### config.mk
export PLATFORM = sky130hd
export DESIGN_NAME = nrzi_stuff_tx
export DESIGN_NICKNAME = d
export VERILOG_FILES = /design/src/rtl/nrzi_tx_pkg.sv /design/src/rtl/nrzi_bit_timer.sv /design/src/rtl/nrzi_run_tracker.sv /design/src/rtl/nrzi_line_coder.sv /design/src/rtl/nrzi_stuff_tx.sv
export SDC_FILE = /design/constraint.sdc
export NUM_CORES = 1
export LEC_CHECK = 0
export ABC_AREA = 1
export BUFFER_PORTS_ARGS = -buffer_cell sky130_fd_sc_hd__buf_4
export CAP_MARGIN = 20
export CORE_ASPECT_RATIO = 1.2
export CORE_MARGIN = 5
export CORE_UTILIZATION = 55
export CTS_CLUSTER_DIAMETER = 200
export DETAILED_ROUTE_END_ITERATION = 12
export PLACE_DENSITY = 0.75
export SETUP_SLACK_MARGIN = 0.05
export SLEW_MARGIN = 5
export SYNTH_ARGS = -nofsm -noshare
export SYNTH_HDL_FRONTEND = slang
export SYNTH_SLANG_ARGS = --single-unit
### constraint.sdc
create_clock -name clk -period 2.3 [get_ports clk]
set_input_delay 0.345 -clock clk [delete_from_list [all_inputs] [get_ports clk]]
set_output_delay 0.345 -clock clk [all_outputs]
set_load 0.03 [all_outputs]
### src/rtl/nrzi_tx_pkg.sv
package nrzi_tx_pkg;

    typedef enum logic {
        PH_IDLE = 1'b0,
        PH_SEND = 1'b1
    } tx_phase_e;

    // Level after one NRZI bit: a zero flips, a one holds.
    function automatic logic nrzi_next(input logic level, input logic bit_in);
        return bit_in ? level : ~level;
    endfunction

endpackage

### src/rtl/nrzi_bit_timer.sv
module nrzi_bit_timer #(
    parameter int CLKS_PER_BIT = 4
) (
    input  logic clk,
    input  logic rst_n,
    input  logic run,
    output logic tick
);
    localparam int CW = (CLKS_PER_BIT > 1) ? $clog2(CLKS_PER_BIT) : 1;
    localparam logic [CW-1:0] MAXV = CW'(CLKS_PER_BIT - 1);

    logic [CW-1:0] cnt_d, cnt_q;

    always_comb begin
        if (!run) begin
            cnt_d = '0;
        end else if (cnt_q == MAXV) begin
            cnt_d = '0;
        end else begin
            cnt_d = cnt_q + 1'b1;
        end
    end

    always_ff @(posedge clk) begin
        if (!rst_n) begin
            cnt_q <= '0;
        end else begin
            cnt_q <= cnt_d;
        end
    end

    assign tick = run && (cnt_q == MAXV);
endmodule

### src/rtl/nrzi_run_tracker.sv
module nrzi_run_tracker #(
    parameter int RUN_LEN = 6
) (
    input  logic clk,
    input  logic rst_n,
    input  logic clear,
    input  logic step,
    input  logic bit_val,
    output logic stuff_due
);
    localparam int OW = $clog2(RUN_LEN + 1);
    localparam logic [OW-1:0] LIMIT = OW'(RUN_LEN);

    logic [OW-1:0] ones_d, ones_q;

    always_comb begin
        ones_d = ones_q;
        if (clear) begin
            ones_d = '0;
        end else if (step) begin
            ones_d = bit_val ? ones_q + 1'b1 : '0;
        end
    end

    always_ff @(posedge clk) begin
        if (!rst_n) begin
            ones_q <= '0;
        end else begin
            ones_q <= ones_d;
        end
    end

    assign stuff_due = (ones_q == LIMIT);
endmodule

### src/rtl/nrzi_line_coder.sv
module nrzi_line_coder
    import nrzi_tx_pkg::*;
(
    input  logic clk,
    input  logic rst_n,
    input  logic park,
    input  logic step,
    input  logic bit_val,
    output logic level
);
    logic level_d, level_q;

    always_comb begin
        level_d = level_q;
        if (park) begin
            level_d = 1'b1;
        end else if (step) begin
            level_d = nrzi_next(level_q, bit_val);
        end
    end

    always_ff @(posedge clk) begin
        if (!rst_n) begin
            level_q <= 1'b1;
        end else begin
            level_q <= level_d;
        end
    end

    assign level = level_q;
endmodule

### src/rtl/nrzi_stuff_tx.sv
module nrzi_stuff_tx
    import nrzi_tx_pkg::*;
#(
    parameter int              BYTE_W       = 8,
    parameter int              CLKS_PER_BIT = 4,
    parameter int              RUN_LEN      = 6,
    parameter logic [BYTE_W-1:0] SYNC_BYTE  = 8'h80
) (
    input  logic              clk,
    input  logic              rst_n,
    input  logic              in_valid,
    output logic              in_ready,
    input  logic [BYTE_W-1:0] in_data,
    input  logic              in_last,
    output logic              tx_dp,
    output logic              tx_dn,
    output logic              tx_oe
);
    localparam int IW = $clog2(BYTE_W);
    localparam logic [IW-1:0] LAST_IDX = IW'(BYTE_W - 1);

    typedef struct packed {
        tx_phase_e         phase;
        logic [BYTE_W-1:0] shift;
        logic [IW-1:0]     idx;
        logic              cur_last;
        logic [BYTE_W-1:0] hold;
        logic              hold_full;
        logic              hold_last;
        logic              last_taken;
    } seq_t;

    localparam seq_t SEQ_RST = '{
        phase:      PH_IDLE,
        shift:      '0,
        idx:        '0,
        cur_last:   1'b0,
        hold:       '0,
        hold_full:  1'b0,
        hold_last:  1'b0,
        last_taken: 1'b0
    };

    seq_t seq_d, seq_q;

    logic bit_tick;
    logic stuff_due;
    logic line_level;
    logic step;
    logic step_bit;
    logic park;
    logic accept;

    nrzi_bit_timer #(.CLKS_PER_BIT(CLKS_PER_BIT)) u_timer (
        .clk   (clk),
        .rst_n (rst_n),
        .run   (seq_q.phase == PH_SEND),
        .tick  (bit_tick)
    );

    nrzi_run_tracker #(.RUN_LEN(RUN_LEN)) u_run (
        .clk       (clk),
        .rst_n     (rst_n),
        .clear     (park),
        .step      (step),
        .bit_val   (step_bit),
        .stuff_due (stuff_due)
    );

    nrzi_line_coder u_coder (
        .clk     (clk),
        .rst_n   (rst_n),
        .park    (park),
        .step    (step),
        .bit_val (step_bit),
        .level   (line_level)
    );

    assign in_ready = (seq_q.phase == PH_IDLE) || (!seq_q.hold_full && !seq_q.last_taken);
    assign accept   = in_valid && in_ready;

    always_comb begin
        seq_d    = seq_q;
        step     = 1'b0;
        step_bit = 1'b0;
        park     = 1'b0;

        if (seq_q.phase == PH_IDLE) begin
            if (accept) begin
                seq_d.phase      = PH_SEND;
                seq_d.shift      = SYNC_BYTE;
                seq_d.idx        = '0;
                seq_d.cur_last   = 1'b0;
                seq_d.hold       = in_data;
                seq_d.hold_full  = 1'b1;
                seq_d.hold_last  = in_last;
                seq_d.last_taken = in_last;
                step             = 1'b1;
                step_bit         = SYNC_BYTE[0];
            end
        end else begin
            if (accept) begin
                seq_d.hold       = in_data;
                seq_d.hold_full  = 1'b1;
                seq_d.hold_last  = in_last;
                seq_d.last_taken = seq_q.last_taken | in_last;
            end
            if (bit_tick) begin
                if (stuff_due) begin
                    // stuffed zero; shifter and index stay put
                    step     = 1'b1;
                    step_bit = 1'b0;
                end else if (seq_q.idx != LAST_IDX) begin
                    seq_d.shift = seq_q.shift >> 1;
                    seq_d.idx   = seq_q.idx + 1'b1;
                    step        = 1'b1;
                    step_bit    = seq_q.shift[1];
                end else if (seq_q.cur_last || !seq_q.hold_full) begin
                    seq_d.phase      = PH_IDLE;
                    seq_d.hold_full  = 1'b0;
                    seq_d.last_taken = 1'b0;
                    park             = 1'b1;
                end else begin
                    seq_d.shift     = seq_q.hold;
                    seq_d.idx       = '0;
                    seq_d.cur_last  = seq_q.hold_last;
                    seq_d.hold_full = 1'b0;
                    step            = 1'b1;
                    step_bit        = seq_q.hold[0];
                end
            end
        end
    end

    always_ff @(posedge clk) begin
        if (!rst_n) begin
            seq_q <= SEQ_RST;
        end else begin
            seq_q <= seq_d;
        end
    end

    assign tx_dp = line_level;
    assign tx_dn = ~line_level;
    assign tx_oe = (seq_q.phase == PH_SEND);
endmodule

# == Yosys cells after proc, flatten, opt, wreduce, memory -nomap -nowiden ==
# Index checks and enable logic that the tools add are counted.
# word_totals
register_bits,30
input_bits,12
out_inout_bits,4
word_cells,72
# op_classes
addsub,3
eq_ne,8
n_mux,32
bitwise,5
n_reduce_logical,13
# op_table
op,n
2-to-1 mux 24 bit,2
2-to-1 mux 13 bit,2
2-to-1 mux 1 bit,24
2-to-1 mux 11 bit,2
2-to-1 mux 12 bit,1
adder 3 x 1 -> 3 bit (second input constant),2
inequality test 2 bit (second input constant),3
inequality test 3 bit (second input constant),2
AND reduction 5 bit,1
NOT 1 bit,4
AND reduction 4 bit,1
equality test 3 bit (second input constant),1
logical AND 1 bit,3
2-to-1 mux 3 bit,1
OR reduction 3 bit,1
adder 2 x 1 -> 2 bit (second input constant),1
equality test 2 bit (second input constant),1
zero test 1 bit,2
logical OR 1 bit,2
inequality test 2 x 1 -> 1 bit (second input constant),1
AND reduction 2 bit,1
nonzero test 2 bit,1
OR reduction 2 bit,1
bitwise OR 1 bit,1

# == Depth between registers and ports, before layout ==
# Gate-level depths: netlist of run 1.
# logic_depth
word_depth,10
ltp_mapped,10

# == By module ==
# A second synthesis of run 1 with hierarchy kept.
# unflattened
cells_unflattened,230
hier_area_um2,1555.2
# modules_own_cells
mod,n_inst,cells_each,area_each_um2,seq_area_each_um2
nrzi_stuff_tx,1,185,1247.4,460.4
nrzi_run_tracker,1,26,170.2,60.1
nrzi_bit_timer,1,10,85.1,40.0
nrzi_line_coder,1,9,52.6,20.0

# == Least setup slack after synthesis of run 1 ==
# No wires, ideal clock.
# synth_timing
path_type,reg-to-reg
startpoint,reg seq_q (netlist bit tx_oe)
endpoint,reg seq_q[10] in the netlist's numbering
setup_ns,0.134
t_arrival_ns,1.278
required_time_ns,2.166
path_slack_ns,0.888
stages_incl_launch_ff,9
period_less_slack_ns,1.412
cell_sequence,dfxtp_1 buf_6 nand2_2 inv_2 nor2_4 nand2_2 clkinv_1 nand2_1 a21oi_1
# synth_via
elab_chain_cells,3
elab_cells_between_ends,4
classes_between,mux: 1; bitwise: 1; reduce/logical: 2
# synth_lines
item,line,source
start: declaration,nrzi_stuff_tx.sv:44,"seq_t seq_d, seq_q;"
start signal: assignment,nrzi_stuff_tx.sv:139,seq_q <= seq_d;
NOT 1 bit (no source line),n/a,
logical OR 1 bit,nrzi_stuff_tx.sv:79,assign in_ready = (seq_q.phase == PH_IDLE) || (!seq_q.hold_full && !seq_q.last_taken);
named net in_ready,nrzi_stuff_tx.sv:12,"output logic in_ready,"
logical AND 1 bit,nrzi_stuff_tx.sv:80,assign accept = in_valid && in_ready;
# The timed path passes the listed nets, and every way through them passes these cells.
# A chain may end at the register's enable or synchronous reset.

# == Worst setup path in the final report of run 1 ==
# layout_timing
startpoint,reg seq_q[12] in the netlist's numbering
endpoint,reg u_coder.level_q (netlist: u_coder.level)
# layout_via
elab_chain_cells,7
elab_cells_between_ends,16
classes_between,eq/ne: 1; mux: 12; bitwise: 1; reduce/logical: 2
# layout_lines
item,line,source
inequality test 3 bit (*),nrzi_stuff_tx.sv:113,end else if (seq_q.idx != LAST_IDX) begin
2-to-1 mux 1 bit,nrzi_stuff_tx.sv:113,
2-to-1 mux 1 bit,nrzi_stuff_tx.sv:109,if (stuff_due) begin
2-to-1 mux 1 bit,nrzi_stuff_tx.sv:108,if (bit_tick) begin
2-to-1 mux 1 bit,nrzi_stuff_tx.sv:88,if (seq_q.phase == PH_IDLE) begin
NOT 1 bit (no source line),n/a,
AND reduction 2 bit (no source line),n/a,
end signal: assignment,nrzi_line_coder.sv:26,level_q <= level_d;
end: declaration,nrzi_line_coder.sv:11,"logic level_d, level_q;"
# Every way passes the cells marked *; elsewhere a longest branch is shown, timed or not.

==> results of run 1 <==
## critical path, cell delays in order, from the launching register on
cell     delay [ns]
dfxtp_1        0.36
ha_1           0.16
ha_1           0.27
buf_4          0.21
nand2_1        0.06
inv_1          0.05
nand2_1        0.04
nand2_1        0.12
nand2_1        0.08
nand3_1        0.09
nand3_1        0.07
## power groups by stage
stage / Clock, µW / Sequential, µW / Combinational (µW)
after floorplan: 0 / 549 / 94.0
after global placement: 0 / 548 / 132
after detailed placement: 0 / 548 / 137
after CTS: 450 / 536 / 137
after global routing: 470 / 539 / 154
final: 441 / 537 / 136
## through the flow
| step | power [µW] | hold WS (ns) | worst slack (ns) | cell area, µm² |
|---|---|---|---|---|
| after global routing | 1160 | 0.241 | 0.474 | 1760 |
| after global placement | 680 | 0.414 | 0.748 | 1670 |
| after floorplan | 643 | 0.404 | 0.888 | 1540 |
| after CTS | 1120 | 0.247 | 0.654 | 1760 |
| after detailed placement | 685 | 0.426 | 0.677 | 1670 |
| final | 1110 | 0.258 | 0.664 | 1760 |
## registers in the layout, indices dropped and copies added, names as in the netlist
register / flops
seq_q: 22
u_run.ones_q: 3
u_timer.cnt_q: 2
tx_oe: 1
u_coder.level: 1
## final cells by class
type / instances / area (µm²) / area share
multi-input combinational: 162 / 856 / 0.488
inverter: 17 / 63.8 / 0.0364
timing repair buffer: 17 / 128 / 0.0727
clock buffer: 7 / 55.1 / 0.0314
tap: 34 / 42.5 / 0.0242
sequential: 29 / 581 / 0.331
clock inverter: 1 / 30.0 / 0.0171
## path summary, 6_finish.rpt
| kind | from | end | slack (ns) | cells after the start |
|---|---|---|---|---|
| setup reg to reg | seq_q[12]$_SDFFE_PN0P_ | u_coder.level$_SDFFE_PP1P_ | 0.66 | 10 |
| hold / removal | in_data[6] | seq_q[9]$_SDFFE_PN0N_ | 0.26 | 3 |
| hold reg to reg | u_timer.cnt_q[0]$_SDFF_PP0_ | u_timer.cnt_q[0]$_SDFF_PP0_ | 0.43 | 1 |
| setup / recovery | seq_q[12]$_SDFFE_PN0P_ | u_coder.level$_SDFFE_PP1P_ | 0.66 | 10 |
## synth_stat cells (all sizes together)
master  instances
a21oi          25
a31oi           1
buf             3
clkbuf          2
clkinv          1
dfxtp          29
ha              5
inv            16
nand2          91
nand3          14
nand3b          1
nand4           2
nor2           18
nor3            1
nor3b           1
o21ai           2
xor2            1
## per-layer routing
metal	GRT usage	share of wire
met5	0	0
met4	0.116	0.017
met3	0.0604	0.053
met2	0.339	0.52
met1	0.196	0.41
## cells by family after synthesis
| logic type | Yosys count | share of synthesized area |
|---|---|---|
| adders and majority gates | 5 | 0.0407 |
| xor gates and xnor gates | 1 | 0.00570 |
| AOI/OAI and AO/OA | 28 | 0.102 |
| DFF | 29 | 0.378 |
| and+or+nand+nor | 128 | 0.408 |
| buffers and inverters | 22 | 0.0659 |
==> impl_metrics.tcl, run 1 <==
set metrics [dict create \
    htree_levels 2 \
    wire_per_inst_um 12.0 \
    hold_viol 0 \
    relSlewSlack 0.574 \
    portBuffers 15 \
    syn-num-nets 230 \
    status "complete, no violations" \
    final_nets 249 \
    slew_viol_final 0 \
    seq_power_share 0.482 \
    min_period_ns 1.64 \
    ir_drop_uv 417 \
    power_frac_clock 0.396 \
    synth.area.top_cells "dfxtp_1 (38%), nand2_1 (19%), a21oi_1 (7.5%), ha_1 (4.1%), nand2_2 (3.7%)" \
    cts_sinks 29 \
    grt_max_degree 22 \
    clk_latency_ns 0.34 \
    drtAntennaViolNets 0 \
    drive_gt1_frac 0.210 \
    ctsHoldBuffers 0 \
    antenna_found_initial 0 \
    drt-initial-drc-count 60 \
    syn-cell-area_mm2 0.00154 \
    syn2layout_area_growth_pct 14.2 \
    synth_area_per_cell_um2 7.22 \
    yosys_warnings 0 \
    placedCellCount 259 \
    cts.path.max_buffers 2 \
    mostFrequentLayoutCell "nand2_1" \
    start_kind "flip-flop" \
    switching_share 0.252 \
    first_pass_iters 6 \
    cts_buffers 5 \
    io-pin-count 16 \
    hp-class "in2reg" \
    setup_tns_ns 0 \
    setup_violations 0 \
    fin_skew_ns 0.00725 \
    die-area_mm2 0.00396 \
    fmax_mhz 611 \
    routed_wl_um 3200 \
    vias 1403 \
    ys_ff_latch 29 \
    mostFrequentLayoutCells "nand2_1 (78), dfxtp_1 (29), a21oi_1 (23)" \
    ys_types 29 \
    critical_path_class "reg2reg" \
    cap_violations 0 \
    finalCritPeriodShare 0.711 \
    synth_top_area_cell "dfxtp_1" \
    start_util 0.563 \
    grt_pass1_vias 1403 \
    root_buffer "clkbuf_4" \
    grt_overflow 0 \
    grt_pass1_wl_um 5740 \
    grtUsageTotal 0.192 \
    power_leakage_uw 0.000802 \
    gp_congestion 0.832 \
    clkTransAtPathRegs_ns 0.09 \
    cts_setup_buffers 0 \
    path_max_fanout 10 \
    comb_power_share 0.122 \
    die_w_um 58.3 \
    core-area_mm2 0.00273 \
    power.density_mw_per_mm2 635 \
    worst_setup_path_end_kind "flip-flop" \
    cts_resized 0 \
    diodes 0 \
    worstPathRequired_ns 2.53 \
    ys_seq_area_frac 0.378 \
    cp.arrival_ns 1.86 \
    syn-instance-count 213 \
    p_int_uw 833 \
    final_cell_count_no_fill 267 \
    utilization 0.642 \
    worst_slew_pin_slew_ns 0.638 \
    die_h_um 67.9 \
    drt-vias-per-instance 5.25 \
    nFillCells 254 \
    hpwl_um 2330 \
    cts_tree "done" \
    netSwitchingPower_uw 281 \
    drc 0 \
    yosysTopAreaCellShare 0.378 \
    rows 21 \
    rsz0062_at_grt "false" \
]
Power figures use the tool's default switching activity.
==> run 2, diff against run 1 <==
--- a/config.mk
+++ b/config.mk
@@ -5,15 +5,15 @@
 export SDC_FILE = /design/constraint.sdc
 export NUM_CORES = 1
 export LEC_CHECK = 0
-export ABC_AREA = 1
+export ABC_AREA = 0
 export BUFFER_PORTS_ARGS = -buffer_cell sky130_fd_sc_hd__buf_4
 export CAP_MARGIN = 20
 export CORE_ASPECT_RATIO = 1.2
 export CORE_MARGIN = 5
-export CORE_UTILIZATION = 55
+export CORE_UTILIZATION = 51
 export CTS_CLUSTER_DIAMETER = 200
 export DETAILED_ROUTE_END_ITERATION = 12
-export PLACE_DENSITY = 0.75
+export PLACE_DENSITY = 0.74
 export SETUP_SLACK_MARGIN = 0.05
 export SLEW_MARGIN = 5
 export SYNTH_ARGS = -nofsm -noshare
==> constraint.sdc (replaced) <==
create_clock -name clk -period 1.5 [get_ports clk]
set_input_delay 0.225 -clock clk [delete_from_list [all_inputs] [get_ports clk]]
set_output_delay 0.225 -clock clk [all_outputs]
set_load 0.03 [all_outputs]
==> run 2 against run 1 <==
Net effect:
- the flow now finishes with violations (setup timing)
- synthesized area down 9.7%
- cell count shrank 13%
- clock skew up 0.0030 ns
- fmax up 0.90%
- die area is 2.2% lower
==> impl_metrics.tcl, run 2 <==
set metrics [dict create \
    die_h_um 67.2 \
    grt_pass1_wl_um 5880 \
    power_leakage_uw 0.000774 \
    finalCritPeriodShare 1.08 \
    cts_buffers 5 \
    synth_area_per_cell_um2 8.96 \
    drive_gt1_frac 0.432 \
    vias 1291 \
    utilization 0.777 \
    synth_common_cells "dfxtp_1 (29), nor2_1 (15), nand2_1 (13)" \
    hp-class "in2reg" \
    hold_depth 3 \
    routed_wl_um 3370 \
    ys.flop_type "dfxtp_1" \
    setup_violations 16 \
    start_kind "flip-flop" \
    clk_latency_ns 0.32 \
    nFillCells 174 \
    drc 0 \
    path_max_fanout 4 \
    failed_checks "setup timing" \
    ys_ff_latch 29 \
    setup_tns_ns -1.35 \
    io-pin-count 16 \
    yosysTopAreaCellShare 0.418 \
    cts_sinks 29 \
    regArea_um2 586 \
    cts_tree "done" \
    dpl_worst_slack_ns -0.141 \
    hold_viol 0 \
    htree_levels 2 \
    ctsHoldBuffers 0 \
    first_pass_iters 4 \
    portBuffers 15 \
    gp_congestion 0.751 \
    antenna_found_initial 0 \
    worstPathRequired_ns 1.70 \
    multi_input_area_um2 931 \
    mostFrequentLayoutCells "buf_4 (39), dfxtp_1 (25), nand2_1 (13)" \
    min_period_ns 1.62 \
    ir_drop_uv 712 \
    synth_most_common_cell "dfxtp_1" \
    die-area_mm2 0.00387 \
    synth_edf_count 0 \
    final_area_mm2 0.00200 \
    synth.area.top_cells "dfxtp_1 (42%), a21boi_0 (5.9%), o21a_1 (4.9%), ha_1 (4.5%), mux2i_1 (4.3%)" \
    place_area_mm2 0.00171 \
    cap_violations 0 \
    drtAntennaViolNets 0 \
    root_buffer "clkbuf_4" \
    r2r_cells 8 \
    critical_path_class "reg2reg" \
    syn-instance-count 155 \
    largest_reg_flops 22 \
    async_flop_share 0 \
    hpwl_um 2200 \
    core-area_mm2 0.00258 \
    yosys_warnings 0 \
    drt-initial-drc-count 36 \
    setup_ws_ns -0.121 \
    critical_path.max_stage_delay_ns 0.34 \
    fmax_mhz 617 \
    rsz0062_at_grt "true" \
    worst_slew_pin_slew_ns 0.449 \
    final_nets 215 \
    die_w_um 57.6 \
    fin_skew_ns 0.0102 \
    mostFrequentLayoutCell "buf_4" \
    grt_max_degree 25 \
    reg.largest.list "seq_q: 22 flops, u_run.ones_q: 3 flops, u_timer.cnt_q: 2 flops" \
    wire_per_inst_um 14.5 \
    grt_overflow 0 \
    start_util 0.539 \
    grtUsageTotal 0.196 \
    power.density_mw_per_mm2 742 \
    crit_chain "inv_2 > ha_4 > and2_4 > buf_4 > buf_6 > o41ai_4 > nand3b_1 > a211oi_2" \
    syn2layout_area_growth_pct 44.1 \
    synth_top_area_cell "dfxtp_1" \
    ys_types 35 \
    clkTransAtPathRegs_ns 0.09 \
    relSlewSlack 0.700 \
    diodes 0 \
    cts.path.max_buffers 2 \
    regMostFlops "seq_q" \
    syn-cell-area_mm2 0.00139 \
    worst_setup_path_end_kind "flip-flop" \
    cp.arrival_ns 1.82 \
    grt_pass1_vias 1299 \
    syn-num-nets 172 \
    drt-vias-per-instance 5.56 \
    ys_seq_area_frac 0.418 \
    status "complete, but fails checks" \
    cp_slowest_cell "dfxtp_2" \
    slew_viol_final 0 \
    rows 20 \
]
[run 2: worst paths after layout]
path | start | endpoint | slack, ns
max | u_run.ones_q[0]$_SDFFE_PP0P_ | u_run.ones_q[0]$_SDFFE_PP0P_ | -0.12
min | in_data[6] | seq_q[9]$_SDFFE_PN0N_ | 0.18
max reg2reg | u_run.ones_q[0]$_SDFFE_PP0P_ | u_run.ones_q[0]$_SDFFE_PP0P_ | -0.12
min reg2reg | seq_q[9]$_SDFFE_PN0N_ | seq_q[9]$_SDFFE_PN0N_ | 0.47
[run 2: layout make-up]
class,instances,share of cell area
inverters,7,0.0131
flip-flops and latches,29,0.293
multi-input cells,111,0.465
clock buffers,6,0.0206
clock inverters,2,0.00500
well taps,33,0.0206
repair buffers,44,0.183
[run 2: routing by layer]
| metal | global-route usage | vias to the layer above | routed length, µm |
|---|---|---|---|
| li1 | - | 638 | - |
| met1 | 0.223 | 621 | 1430 |
| met2 | 0.355 | 22 | 1730 |
| met3 | 0.0497 | 10 | 140 |
| met4 | 0.0667 | 0 | 80 |
| met5 | 0 | - | 0 |
[run 2: critical path: cells and delay by family (launching register included)]
family / cells / cell delay (ns)
adders and majority gates: 1 / 0.15
and+or+nand+nor: 2 / 0.43
DFF: 1 / 0.34
AOI/OAI and AO/OA: 2 / 0.30
buffers and inverters: 3 / 0.30
[run 2: timing repair]
item | in CTS | in global routing
setup endpoints to repair | 18 | 18
endpoints found under the hold margin | 0 | 0
pin swaps | 18 | 11
setup buffers | 8 | 2
gates resized for setup | 21 | 11
[run 2: cells by family after synthesis]
kind of cell               count (synthesis)  synth area share
and+or+nand+nor                           62             0.232
AOI/OAI and AO/OA                         38             0.213
DFF                                       29             0.418
buffers and inverters                     15            0.0495
muxes                                      6            0.0432
adders and majority gates                  5            0.0450
[run 2: stage by stage]
step	cells	power, µW	hold slack (ns)
finish	232	1490	0.182
global route	232	1560	0.164
CTS	230	1480	0.179
detailed placement	214	1030	0.423
global placement	214	1020	0.416
floorplan	155	937	0.371
[run 2: power by group]
| group | internal (µW) | leakage [µW] | switching [µW] |
|---|---|---|---|
| sequential | 801 | 0.000239 | 27.0 |
| clock | 178 | 0.0000320 | 268 |
| combinational | 103 | 0.000504 | 108 |
| total | 1080 | 0.000774 | 403 |
==> run 3, diff against run 2 <==
--- a/config.mk
+++ b/config.mk
@@ -5,15 +5,15 @@
 export SDC_FILE = /design/constraint.sdc
 export NUM_CORES = 1
 export LEC_CHECK = 0
-export ABC_AREA = 0
+export ABC_AREA = 1
 export BUFFER_PORTS_ARGS = -buffer_cell sky130_fd_sc_hd__buf_4
 export CAP_MARGIN = 20
 export CORE_ASPECT_RATIO = 1.2
 export CORE_MARGIN = 5
-export CORE_UTILIZATION = 51
+export CORE_UTILIZATION = 55
 export CTS_CLUSTER_DIAMETER = 200
 export DETAILED_ROUTE_END_ITERATION = 12
-export PLACE_DENSITY = 0.74
+export PLACE_DENSITY = 0.75
 export SETUP_SLACK_MARGIN = 0.05
 export SLEW_MARGIN = 5
 export SYNTH_ARGS = -nofsm -noshare
==> constraint.sdc (replaced) <==
create_clock -name clk -period 1.8 [get_ports clk]
set_input_delay 0.27 -clock clk [delete_from_list [all_inputs] [get_ports clk]]
set_output_delay 0.27 -clock clk [all_outputs]
set_load 0.03 [all_outputs]
==> run 3 against run 2 <==
Net effect:
- the flow now finishes without violations
- power is 15% lower
- die area increased by 2.2%
- fmax rose by 3.8%
- clock skew is 0.0023 ns higher
- flip-flop and latch count unchanged
- critical path type unchanged
- largest cell class unchanged
==> impl_metrics.tcl, run 3 (synthesis gave the netlist of run 1 again) <==
set metrics [dict create \
    power.density_mw_per_mm2 730 \
    dpl_worst_slack_ns 0.115 \
    setup_tns_ns 0 \
    die_h_um 67.9 \
    routed_wl_um 3230 \
    drtAntennaViolNets 0 \
    crit_path_start "seq_q[12]$_SDFFE_PN0P_" \
    largest_reg_flops 22 \
    worst_setup_path_end_kind "flip-flop" \
    mostFrequentLayoutCells "nand2_1 (78), dfxtp_1 (29), a21oi_1 (23)" \
    grt_max_degree 20 \
    min_period_ns 1.56 \
    cts_setup_buffers 0 \
    first_pass_iters 4 \
    relSlewSlack 0.773 \
    io-pin-count 16 \
    start_util 0.563 \
    rsz0062_at_grt "false" \
    critical_path_class "reg2reg" \
    regMostFlops "seq_q" \
    die_w_um 58.3 \
    rows 21 \
    final_area_mm2 0.00174 \
    mostFrequentLayoutCell "nand2_1" \
    drive_gt1_frac 0.215 \
    grt_overflow 0 \
    hp-start "in_data[5]" \
    hp-class "in2reg" \
    cp.arrival_ns 1.79 \
    reg.largest.list "seq_q: 22 flops, u_run.ones_q: 3 flops, u_timer.cnt_q: 2 flops" \
    grt_pass1_vias 1332 \
    status "complete, no violations" \
    worst_slew_pin_slew_ns 0.341 \
    r2r-start "seq_q[12]$_SDFFE_PN0P_" \
    drt-initial-drc-count 52 \
    hpwl_um 2420 \
    crit_path_end "u_coder.level$_SDFFE_PP1P_" \
    cap_violations 0 \
    power_leakage_uw 0.000789 \
    start_kind "flip-flop" \
    setup_violations 0 \
    cts_sinks 29 \
    final_nets 250 \
    gp_congestion 0.786 \
    r2r_cells 9 \
    syn2layout_area_growth_pct 12.9 \
    root_buffer "clkbuf_4" \
    drc 0 \
    wire_per_inst_um 12.1 \
    grtUsageTotal 0.190 \
    slew_viol_final 0 \
    drt-vias-per-instance 5.22 \
    htree_levels 2 \
    rrSetupSlack_ns 0.24 \
    clkTransAtPathRegs_ns 0.09 \
    portBuffers 15 \
    antenna_found_initial 0 \
    path_max_fanout 10 \
    grt_pass1_wl_um 5710 \
    rr_endpoint "u_coder.level$_SDFFE_PP1P_" \
    fin_skew_ns 0.0125 \
    die-area_mm2 0.00396 \
    place_area_mm2 0.00168 \
    cts_tree "done" \
    worstPathRequired_ns 2.03 \
    fmax_mhz 640 \
    cts_buffers 5 \
    clk_latency_ns 0.33 \
    diodes 0 \
    setup_ws_ns 0.238 \
    vias 1395 \
    hold_viol 0 \
    core-area_mm2 0.00273 \
    finalCritPeriodShare 0.868 \
    cts.path.max_buffers 2 \
    ir_drop_uv 662 \
]
[run 3: changes by cell type in the layout (fill, tap and decap cells not counted), sizes merged, moves of 4 or more]
cell    change
nand2      +77
buf        -26
a21oi      +22
a21boi     -11
and3        -9
inv         +9
o21a        -9
mux2i       -6
nand3       +5
a211oi      -4
[run 3: final cells by class]
class	count	area (µm²)
fillers	257	997
multi-input cells	162	858
flip-flops and latches	29	581
repair buffers	18	135
inverters	17	63.8
clock buffers	7	55.1
well taps	34	42.5
[run 3: how the worst min path moves through the flow]
stage / end / slack [ns] / depth (start not counted)
finish: seq_q[8]$_SDFFE_PN0N_ / 0.19 / 3
global route: seq_q[5]$_SDFFE_PN0N_ / 0.17 / 3
CTS: seq_q[8]$_SDFFE_PN0N_ / 0.18 / 3
detailed placement: u_timer.cnt_q[0]$_SDFF_PP0_ / 0.43 / 1
global placement: u_timer.cnt_q[0]$_SDFF_PP0_ / 0.41 / 1
floorplan: seq_q[11]$_SDFFE_PN0P_ / 0.40 / 2
[run 3: metrics by stage]
stage                     hold slack [ns]   util  std cells  power [µW]
after floorplan                     0.396      -        213         821
after global placement              0.413  0.614        260         872
after detailed placement            0.432  0.614        260         879
after CTS                           0.178  0.634        267        1280
after global routing                0.171  0.635        267        1340
final                               0.186  0.635        267        1270
[run 3: routing by layer]
| metal | global-route usage | up-vias | routed length [µm] |
|---|---|---|---|
| met4 | 0.0928 | 0 | 66 |
| met1 | 0.195 | 646 | 1290 |
| met2 | 0.341 | 25 | 1730 |
| li1 | - | 717 | - |
| met3 | 0.0660 | 7 | 143 |
| met5 | 0 | - | 0 |
[run 3: timing repair]
| item | in CTS | in global routing |
|---|---|---|
| hold buffers | 0 | 0 |
| gates resized for setup | 0 | 1 |
| setup endpoints to repair | 0 | 4 |
| hold endpoints to repair | 0 | 0 |
[run 3: report_power, final]
part	internal (µW)	switching, µW	leakage (µW)
registers	667	18.1	0.000237
clock network	184	221	0.0000314
logic	67.5	111	0.000521
total	918	350	0.000789
[run 3: worst max-delay path, cell delays in order (launching register included)]
cell	delay, ns
dfxtp_1	0.36
ha_1	0.16
ha_2	0.29
inv_1	0.16
nand2_1	0.09
nand2_1	0.10
nand2_1	0.10
nand2_1	0.07
nand2_1	0.06
nand3_1	0.06
